[src/rtl/baud_gen_pkg.sv]
package baud_gen_pkg;
  localparam int unsigned BUS_W = 8;

  typedef enum logic [1:0] {
    PULSE_1_16 = 2'b00,
    PULSE_1_32 = 2'b01,
    PULSE_1_4  = 2'b10,
    PULSE_3_16 = 2'b11
  } pulse_sel_e;
endpackage

[src/rtl/baud_regs.sv]
module baud_regs
  import baud_gen_pkg::*;
#(
  parameter int unsigned DIV_W   = 13,
  parameter logic [7:0]  RST_LOW = 8'h04
) (
  input  logic             clk_i,
  input  logic             rst_ni,
  input  logic             map_sel_i,
  input  logic             sel_i,
  input  logic             we_i,
  input  logic             addr_i,
  input  logic [BUS_W-1:0] wdata_i,
  output logic [BUS_W-1:0] rdata_o,
  output logic             ir_en_o,
  output pulse_sel_e       pulse_sel_o,
  output logic [DIV_W-1:0] div_o,
  output logic             commit_o
);
  localparam int unsigned HI_W = DIV_W - BUS_W;

  logic [BUS_W-1:0] stage_q, hi_q, lo_q;
  logic             acc_ok, wr_hi, wr_lo;

  assign acc_ok = sel_i & ~map_sel_i;
  assign wr_hi  = acc_ok & we_i & ~addr_i;
  assign wr_lo  = acc_ok & we_i & addr_i;

  always_ff @(posedge clk_i or negedge rst_ni) begin
    if (!rst_ni) begin
      stage_q <= '0;
      hi_q    <= '0;
      lo_q    <= RST_LOW;
    end else begin
      if (wr_hi) stage_q <= wdata_i;
      if (wr_lo) begin
        hi_q <= stage_q;
        lo_q <= wdata_i;
      end
    end
  end

  always_comb begin
    rdata_o = '0;
    if (acc_ok && !we_i) rdata_o = addr_i ? lo_q : hi_q;
  end

  assign ir_en_o     = hi_q[7];
  assign pulse_sel_o = pulse_sel_e'(hi_q[6:5]);
  assign div_o       = {hi_q[HI_W-1:0], lo_q};
  assign commit_o    = wr_lo;

  a_r4_map_blocks: assert property (@(posedge clk_i) disable iff (!rst_ni)
    map_sel_i |=> ($stable(stage_q) && $stable(hi_q) && $stable(lo_q)));
  a_r2_hi_staged: assert property (@(posedge clk_i) disable iff (!rst_ni)
    wr_hi |=> $stable(hi_q));
  a_r3_commit_copies: assert property (@(posedge clk_i) disable iff (!rst_ni)
    wr_lo |=> (hi_q == $past(stage_q)));
endmodule

[src/rtl/baud_ctrl.sv]
module baud_ctrl #(
  parameter int unsigned DIV_W = 13
) (
  input  logic             clk_i,
  input  logic             rst_ni,
  input  logic             tx_en_i,
  input  logic             rx_en_i,
  input  logic             ir_en_i,
  input  logic [DIV_W-1:0] div_i,
  output logic             running_o,
  output logic [DIV_W-1:0] period_o
);
  logic started_q;

  // sticky: first enable starts the generator for good
  always_ff @(posedge clk_i or negedge rst_ni) begin
    if (!rst_ni)                  started_q <= 1'b0;
    else if (tx_en_i || rx_en_i)  started_q <= 1'b1;
  end

  // infrared: bit 0 dropped, period doubled
  assign period_o  = ir_en_i ? {div_i[DIV_W-1:1], 1'b0} : div_i;
  assign running_o = started_q && (period_o != '0);

  a_r5_sticky_start: assert property (@(posedge clk_i) disable iff (!rst_ni)
    started_q |=> started_q);
endmodule

[src/rtl/baud_div.sv]
module baud_div #(
  parameter int unsigned DIV_W    = 13,
  parameter int unsigned OS_RATIO = 16
) (
  input  logic             clk_i,
  input  logic             rst_ni,
  input  logic             run_i,
  input  logic             reload_i,
  input  logic [DIV_W-1:0] period_i,
  output logic             os_tick_o,
  output logic             bit_tick_o
);
  logic [DIV_W-1:0] os_cnt_q;

  assign os_tick_o = run_i && (os_cnt_q == period_i - DIV_W'(1));

  always_ff @(posedge clk_i or negedge rst_ni) begin
    if (!rst_ni)                  os_cnt_q <= '0;
    else if (!run_i || reload_i)  os_cnt_q <= '0;
    else if (os_tick_o)           os_cnt_q <= '0;
    else                          os_cnt_q <= os_cnt_q + DIV_W'(1);
  end

  generate
    if (OS_RATIO > 1) begin : g_bit_cnt
      localparam int unsigned BC_W = $clog2(OS_RATIO);
      logic [BC_W-1:0] bit_cnt_q;

      assign bit_tick_o = os_tick_o && (bit_cnt_q == BC_W'(OS_RATIO - 1));

      always_ff @(posedge clk_i or negedge rst_ni) begin
        if (!rst_ni)                  bit_cnt_q <= '0;
        else if (!run_i || reload_i)  bit_cnt_q <= '0;
        else if (bit_tick_o)          bit_cnt_q <= '0;
        else if (os_tick_o)           bit_cnt_q <= bit_cnt_q + BC_W'(1);
      end

      a_r10_bit_reload: assert property (@(posedge clk_i) disable iff (!rst_ni)
        reload_i |=> (bit_cnt_q == '0));
    end else begin : g_bit_pass
      assign bit_tick_o = os_tick_o;
    end
  endgenerate

  a_r8_bit_on_os: assert property (@(posedge clk_i) disable iff (!rst_ni)
    bit_tick_o |-> os_tick_o);
  a_r10_os_reload: assert property (@(posedge clk_i) disable iff (!rst_ni)
    reload_i |=> (os_cnt_q == '0));
  a_r6_cnt_bound: assert property (@(posedge clk_i) disable iff (!rst_ni)
    run_i |-> (os_cnt_q < period_i));
endmodule

[src/rtl/baud_gen_top.sv]
module baud_gen_top
  import baud_gen_pkg::*;
#(
  parameter int unsigned DIV_W    = 13,
  parameter int unsigned OS_RATIO = 16,
  parameter logic [7:0]  RST_LOW  = 8'h04
) (
  input  logic             clk_i,
  input  logic             rst_ni,
  input  logic             map_sel_i,
  input  logic             reg_sel_i,
  input  logic             reg_we_i,
  input  logic             reg_addr_i,
  input  logic [BUS_W-1:0] reg_wdata_i,
  output logic [BUS_W-1:0] reg_rdata_o,
  input  logic             tx_en_i,
  input  logic             rx_en_i,
  output logic             os_tick_o,
  output logic             bit_tick_o,
  output logic             ir_en_o,
  output logic [1:0]       pulse_sel_o
);
  logic             ir_en, commit, running;
  pulse_sel_e       pulse_sel;
  logic [DIV_W-1:0] div, period;

  baud_regs #(.DIV_W(DIV_W), .RST_LOW(RST_LOW)) u_regs (
    .clk_i       (clk_i),
    .rst_ni      (rst_ni),
    .map_sel_i   (map_sel_i),
    .sel_i       (reg_sel_i),
    .we_i        (reg_we_i),
    .addr_i      (reg_addr_i),
    .wdata_i     (reg_wdata_i),
    .rdata_o     (reg_rdata_o),
    .ir_en_o     (ir_en),
    .pulse_sel_o (pulse_sel),
    .div_o       (div),
    .commit_o    (commit)
  );

  baud_ctrl #(.DIV_W(DIV_W)) u_ctrl (
    .clk_i     (clk_i),
    .rst_ni    (rst_ni),
    .tx_en_i   (tx_en_i),
    .rx_en_i   (rx_en_i),
    .ir_en_i   (ir_en),
    .div_i     (div),
    .running_o (running),
    .period_o  (period)
  );

  baud_div #(.DIV_W(DIV_W), .OS_RATIO(OS_RATIO)) u_div (
    .clk_i      (clk_i),
    .rst_ni     (rst_ni),
    .run_i      (running),
    .reload_i   (commit),
    .period_i   (period),
    .os_tick_o  (os_tick_o),
    .bit_tick_o (bit_tick_o)
  );

  assign ir_en_o     = ir_en;
  assign pulse_sel_o = pulse_sel;

  a_r9_no_tick_zero: assert property (@(posedge clk_i) disable iff (!rst_ni)
    ((ir_en ? (div[DIV_W-1:1] == '0) : (div == '0))) |-> !os_tick_o);
endmodule

[config.mk]
export PLATFORM = sky130hd
export DESIGN_NAME = baud_gen_top
export DESIGN_NICKNAME = d
export VERILOG_FILES = /design/src/rtl/baud_gen_pkg.sv /design/src/rtl/baud_regs.sv /design/src/rtl/baud_ctrl.sv /design/src/rtl/baud_div.sv /design/src/rtl/baud_gen_top.sv
export SDC_FILE = /design/constraint.sdc
export NUM_CORES = 1
export LEC_CHECK = 0
export BUFFER_PORTS_ARGS = -buffer_cell sky130_fd_sc_hd__buf_2
export CORE_AREA = 2 2 80 82
export DETAILED_ROUTE_END_ITERATION = 16
export DIE_AREA = 0 0 82 84
export HOLD_SLACK_MARGIN = 0.02
export SKIP_LAST_GASP = 1
export SYNTH_ARGS = -nofsm -noshare
export SYNTH_HDL_FRONTEND = slang
export SYNTH_SLANG_ARGS = --single-unit
[constraint.sdc]
create_clock -name clk_i -period 5.8 [get_ports clk_i]
set_clock_uncertainty 0.15 [all_clocks]
set_input_delay 1.16 -clock clk_i [delete_from_list [all_inputs] [get_ports clk_i]]
set_output_delay 1.16 -clock clk_i [all_outputs]
set_load 0.02 [all_outputs]
=== After elaboration in Yosys (flattened, before gate mapping) ===
Cells that the tools add are included.

* Register bits after elaboration: 42
* Output and inout bits: 13
* Input bits: 16

* Reductions and logical operators: 10
* Muxes and demuxes: 8
* Add/subtract/negate cells: 3
* Bitwise gates (word level): 6
* Equal/unequal tests: 2

{| class="wikitable"
|+ Operators with widths
! operator !! count
|-
| 13-bit 2-to-1 mux || 2
|-
| 8-bit 2-to-1 mux || 2
|-
| 13-bit by 1-bit adder with 13-bit output, second input constant || 1
|-
| 13-bit == test || 1
|-
| 13-bit nonzero test || 1
|-
| 13-bit by 1-bit subtractor with 13-bit output, second input constant || 1
|-
| 4-bit 2-to-1 mux || 3
|-
| 4-bit by 1-bit adder with 4-bit output, second input constant || 1
|-
| 1-bit AND || 4
|-
| 4-bit == test, second input constant || 1
|-
| 1-bit logical AND || 4
|-
| 3-bit nonzero test || 1
|-
| 1-bit zero test || 2
|-
| 1-bit logical OR || 2
|-
| 1-bit inverter || 2
|-
| 1-bit 2-to-1 mux || 1
|}

=== Logic depth before layout (Yosys ltp) ===
* Depth after elaboration: 7
* Mapped depth: 13
* Gate-level depth less buffers: 10

=== Hierarchy ===
A second synthesis with hierarchy kept.

* Cell total of the unflattened synthesis: 240
* Area total of the unflattened synthesis: 2581.2 um2

{| class="wikitable"
|+ Modules (own cells, without submodules)
! module !! instances !! cells an instance !! area an instance (um2) !! sequential area each (um2)
|-
| baud_div || 1 || 149 || 1323.8 || 425.4
|-
| baud_regs || 1 || 72 || 1096.1 || 601.8
|-
| baud_ctrl || 1 || 19 || 161.4 || 25.0
|}

=== Worst setup path before layout ===
No wires, ideal clock.

* Kind: register to output
* Start point: register u_regs.hi_q[7]
* End point: output bit_tick_o
* Data arrival time: 2.814 ns
* Required time: 4.490 ns
* Buffers on the path: 2
* Stages on the path, launching flop included: 13
* Path slack: 1.676 ns
* Cell sequence: dfrtp_1 nor2b_1 clkbuf_1 inv_1 ha_1 clkbuf_1 nand2_1 o31a_1 nor4b_1 and4b_1 nand4bb_4 nor2_1 and4_1

* Word-level cells in the longest chain between the ends: 5
* Elaborated cells between the ends (all ways): 7

{| class="wikitable"
|+ RTL lines
! item !! RTL line !! text
|-
| from (decl) || baud_regs.sv:22 || <nowiki>logic [BUS_W-1:0] stage_q, hi_q, lo_q;</nowiki>
|-
| from (signal assigned) || baud_regs.sv:37 || <nowiki>hi_q <= stage_q;</nowiki>
|-
| 1-bit 2-to-1 mux * || baud_ctrl.sv:22 || <nowiki>assign period_o = ir_en_i ? {div_i[DIV_W-1:1], 1'b0} : div_i;</nowiki>
|-
| 13-bit by 1-bit subtractor with 13-bit output / 13-bit nonzero test (equally long branches) || baud_div.sv:15, baud_ctrl.sv:23 ||
|-
| 13-bit == test / 1-bit logical AND (equally long branches) || baud_div.sv:15, baud_ctrl.sv:23 ||
|-
| 1-bit logical AND * || baud_div.sv:15 || <nowiki>assign os_tick_o = run_i && (os_cnt_q == period_i - DIV_W'(1));</nowiki>
|-
| net os_tick_o || baud_gen_top.sv:18 || <nowiki>output logic os_tick_o,</nowiki>
|-
| 1-bit logical AND * || baud_div.sv:29 || <nowiki>assign bit_tick_o = os_tick_o && (bit_cnt_q == BC_W'(OS_RATIO - 1));</nowiki>
|-
| to (decl) || baud_gen_top.sv:19 || <nowiki>output logic bit_tick_o,</nowiki>
|}

The timed path passes the listed nets; every way through them passes the cells marked *.

=== Final worst setup path ===
* Start point: register u_regs.hi_q[7]
* End point: output bit_tick_o

* Word-level cells in the longest chain between the ends: 5
* Elaborated cells between the ends (all ways): 7

{| class="wikitable"
|+ RTL lines
! item !! RTL line
|-
| 1-bit 2-to-1 mux * || baud_ctrl.sv:22
|-
| 13-bit by 1-bit subtractor with 13-bit output / 13-bit nonzero test (equally long branches) || baud_div.sv:15, baud_ctrl.sv:23
|-
| 13-bit == test / 1-bit logical AND (equally long branches) || baud_div.sv:15, baud_ctrl.sv:23
|-
| 1-bit logical AND * || baud_div.sv:15
|-
| 1-bit logical AND * || baud_div.sv:29
|}

Mark *: on every way between the ends. The rest lies on a longest branch, timed or not.

==> results.sh <==
export IMPL_fin_crit_sh_pct=73.02
export IMPL_cpMaxStageDelayCell="dfrtp_1"
export IMPL_core_area_mm2=0.006096
export IMPL_hpwlAfterDp_mm=3.721
export IMPL_finalSetupTns_ns=0
export IMPL_synth_top_area_share_pct=42.69
export IMPL_powerDensity_mw_per_mm2=372.8
export IMPL_rows=29
export IMPL_crit_type="reg2out"
export IMPL_mappedNetlistArea_mm2=0.002404
export IMPL_fin_ws_ns=1.565
export IMPL_first_iter_violations=45
export IMPL_relSlewSlack_pct=38.50
export IMPL_synthTopCellsByArea="dfrtp_1 (43%), mux2_2 (11%), xor2_1 (4.7%)"
export IMPL_startpoint="u_regs.hi_q[7]"
export IMPL_max_stage_delay_ns=0.41
export IMPL_hold_depth=1
export IMPL_end_kind="output pin"
export IMPL_yosysMostFrequentCell="dfrtp_1"
export IMPL_cts_buffer_depth=2
export IMPL_io_pins=29
export IMPL_pre_cts_slack_ns=1.883
export IMPL_first_pass_iters=4
export IMPL_vias=1750
export IMPL_fp_dieH_um=84
export IMPL_worst_slew_pin_slew_ns=0.9224
export IMPL_post_drt_wl_per_cell_um=14.89
export IMPL_final_hold_viol_count=0
export IMPL_io_buffers=28
export IMPL_arrival_ns=2.92
export IMPL_antenna_found_initial=0
export IMPL_setup_viol=0
export IMPL_min_period_ns=4.235
export IMPL_status="finished clean"
export IMPL_syn2layout_area_growth_pct=13.38
export IMPL_critical_path_startpoint_type="flop"
export IMPL_power_mw=1.016
export IMPL_path_cells="nor2b_1 > inv_1 > ha_1 > xor2_1 > nand2_1 > nor4b_1 > and4b_1 > nand4bb_4 > nor2_1 > and4_1 > buf_2"
export IMPL_ys_ff_latch=42
export IMPL_fmax_mhz=236.1
export IMPL_grt_pass1_vias=1754
export IMPL_cts_setup_buffers=0
export IMPL_stdcell_count=333
export IMPL_clock_sinks=42
export IMPL_hold_path_startpoint="u_regs.stage_q[4]"
export IMPL_synth_seq_area_share_pct=43.78
export IMPL_peakVddDrop_mv=0.1793
export IMPL_critPathBufInv=2
export IMPL_place_congestion=0.8210
export IMPL_hold_buffers=0
export IMPL_crit_path_max_fanout=7
export IMPL_worstRegToRegCells=10
export IMPL_ant_nets=0
export IMPL_initial_core_util_pct=39.43
export IMPL_cts_buffers=5
export IMPL_rr_startpoint="u_regs.hi_q[7]"
export IMPL_p_leak_nw=1.242
export IMPL_grt_pass1_wl_mm=8.604
export IMPL_min_to="u_regs.stage_q[4]"
export IMPL_r2r_end="u_div.os_cnt_q[9]"
export IMPL_synth_enable_flop_cells=0
export IMPL_fin_util_pct=44.70
export IMPL_wl_mm=4.959
export IMPL_clkTransAtPathRegs_ns=0.08
export IMPL_nNetsFinal=275
export IMPL_fillers=604
export IMPL_drive_gt1_share_pct=26.17
export IMPL_hp_class="reg2reg"
export IMPL_r2r_setup_slack_ns=2.50
export IMPL_crit_family="simple AND/OR/NAND/NOR gates"
export IMPL_crit_cells=11
export IMPL_synth_cell_types=48
export IMPL_gr_usage_all_layers_pct=16.29
export IMPL_syn_avg_cell_area_um2=10.54
export IMPL_cts_tree="done"
export IMPL_drv_cap=0
export IMPL_diodes=0
export IMPL_synth_commonest_cells="dfrtp_1 (41), nor2_1 (27), mux2_2 (24)"
export IMPL_post_cts_resized=0
export IMPL_cts_htree_levels=2
export IMPL_routed_via_density=5.255
export IMPL_cp_required_ns=4.49
export IMPL_place_area_mm2=0.002615
export IMPL_syn_inst=228
export IMPL_dp_cells=325
export IMPL_ys_warn_count=0
export IMPL_grt_remaining_overflow=0
export IMPL_async_reset_ff_share_pct=100.0
export IMPL_die_x_um=82
export IMPL_synth_flop_cell="dfrtp_1"
export IMPL_fin_hold_ws_ns=0.3608
export IMPL_syn_nets=248
export IMPL_drv_slew=0
export IMPL_grt_max_degree=43
export IMPL_clk_latency_ns=0.30
export IMPL_dieArea_mm2=0.006888
export IMPL_rsz0062_at_grt="false"
export IMPL_yosys_area_top_type="dfrtp_1"
export IMPL_remaining_drc_errors=0
export IMPL_clockRootBuffer="clkbuf_8"
export IMPL_post_route_cell_area_mm2=0.002725
==> routing by layer <==
layer / global-route usage (%) / share of wire, % / vias to the layer above
met5: 0 / 0 / -
met4: 6.818 / 1.5 / 0
met3: 3.355 / 2.7 / 7
met2: 23.80 / 47 / 23
met1: 23.22 / 49 / 856
li1: - / - / 864
==> worst max-delay path by stage <==
stage                 end  slack (ns)
2_1_floorplan  bit_tick_o        1.68
3_3_place_gp   bit_tick_o        1.95
3_5_place_dp   bit_tick_o        1.88
4_1_cts        bit_tick_o        1.54
5_1_grt        bit_tick_o        1.23
6_report       bit_tick_o        1.57
==> kinds of logic (layout without fill, tap and decap cells) <==
kind of cell	Yosys count	count (layout)	share of synthesized area [%]
buf+inv	16	44	2.603
simple gates	86	86	20.41
compound gates	21	21	6.611
xor+xnor	25	25	9.110
flops	42	42	43.78
mux	34	34	15.41
fa+ha+maj	4	4	2.082
==> where the power goes <==
part | switching [mW] | internal [mW] | total (mW)
logic | 0.160 | 0.169 | 0.329
clock network | 0.102 | 0.128 | 0.230
registers | 0.0948 | 0.362 | 0.457
==> state kept, by name, indices dropped and copies added (netlist names) <==
name	cells
u_ctrl.started_q	1
u_div.g_bit_cnt.bit_cnt_q	4
u_div.os_cnt_q	13
u_regs.hi_q	8
u_regs.lo_q	8
u_regs.stage_q	8
==> cells in the final DEF (no fill, tap or decap), types with 5 or more instances in the layout <==
master and instances:
nor2_1 27, and3_1 6, nor3_1 5, dfrtp_1 41, mux2_2 24, xor2_1 13, xnor2_1 12, mux2i_1 10
buf_2 28, nand3_1 5, clkbuf_8 5, nand2_1 10, inv_1 6
==> final cells by class <==
class | count | area [um^2] | area share, %
Clock inverter | 2 | 37.54 | 1.377
Sequential cell | 42 | 1052 | 38.61
Inverter | 6 | 22.52 | 0.8264
Timing Repair Buffer | 30 | 155.1 | 5.693
Clock buffer | 6 | 72.57 | 2.663
Tap cell | 77 | 96.34 | 3.535
Multi-Input combinational cell | 170 | 1289 | 47.29
==> worst reg2reg max path, stage by stage, from the launching register on <==
cell and delay [ns]:
dfrtp_1 0.41, nor2b_1 0.39, inv_1 0.15, ha_1 0.31
xor2_1 0.15, nand2_1 0.07, nor4b_1 0.23, and4b_1 0.31
nand4bb_4 0.14, o21ai_1 0.72, nor2_1 0.11
No activity file was read; power rests on OpenSTA's default activity.
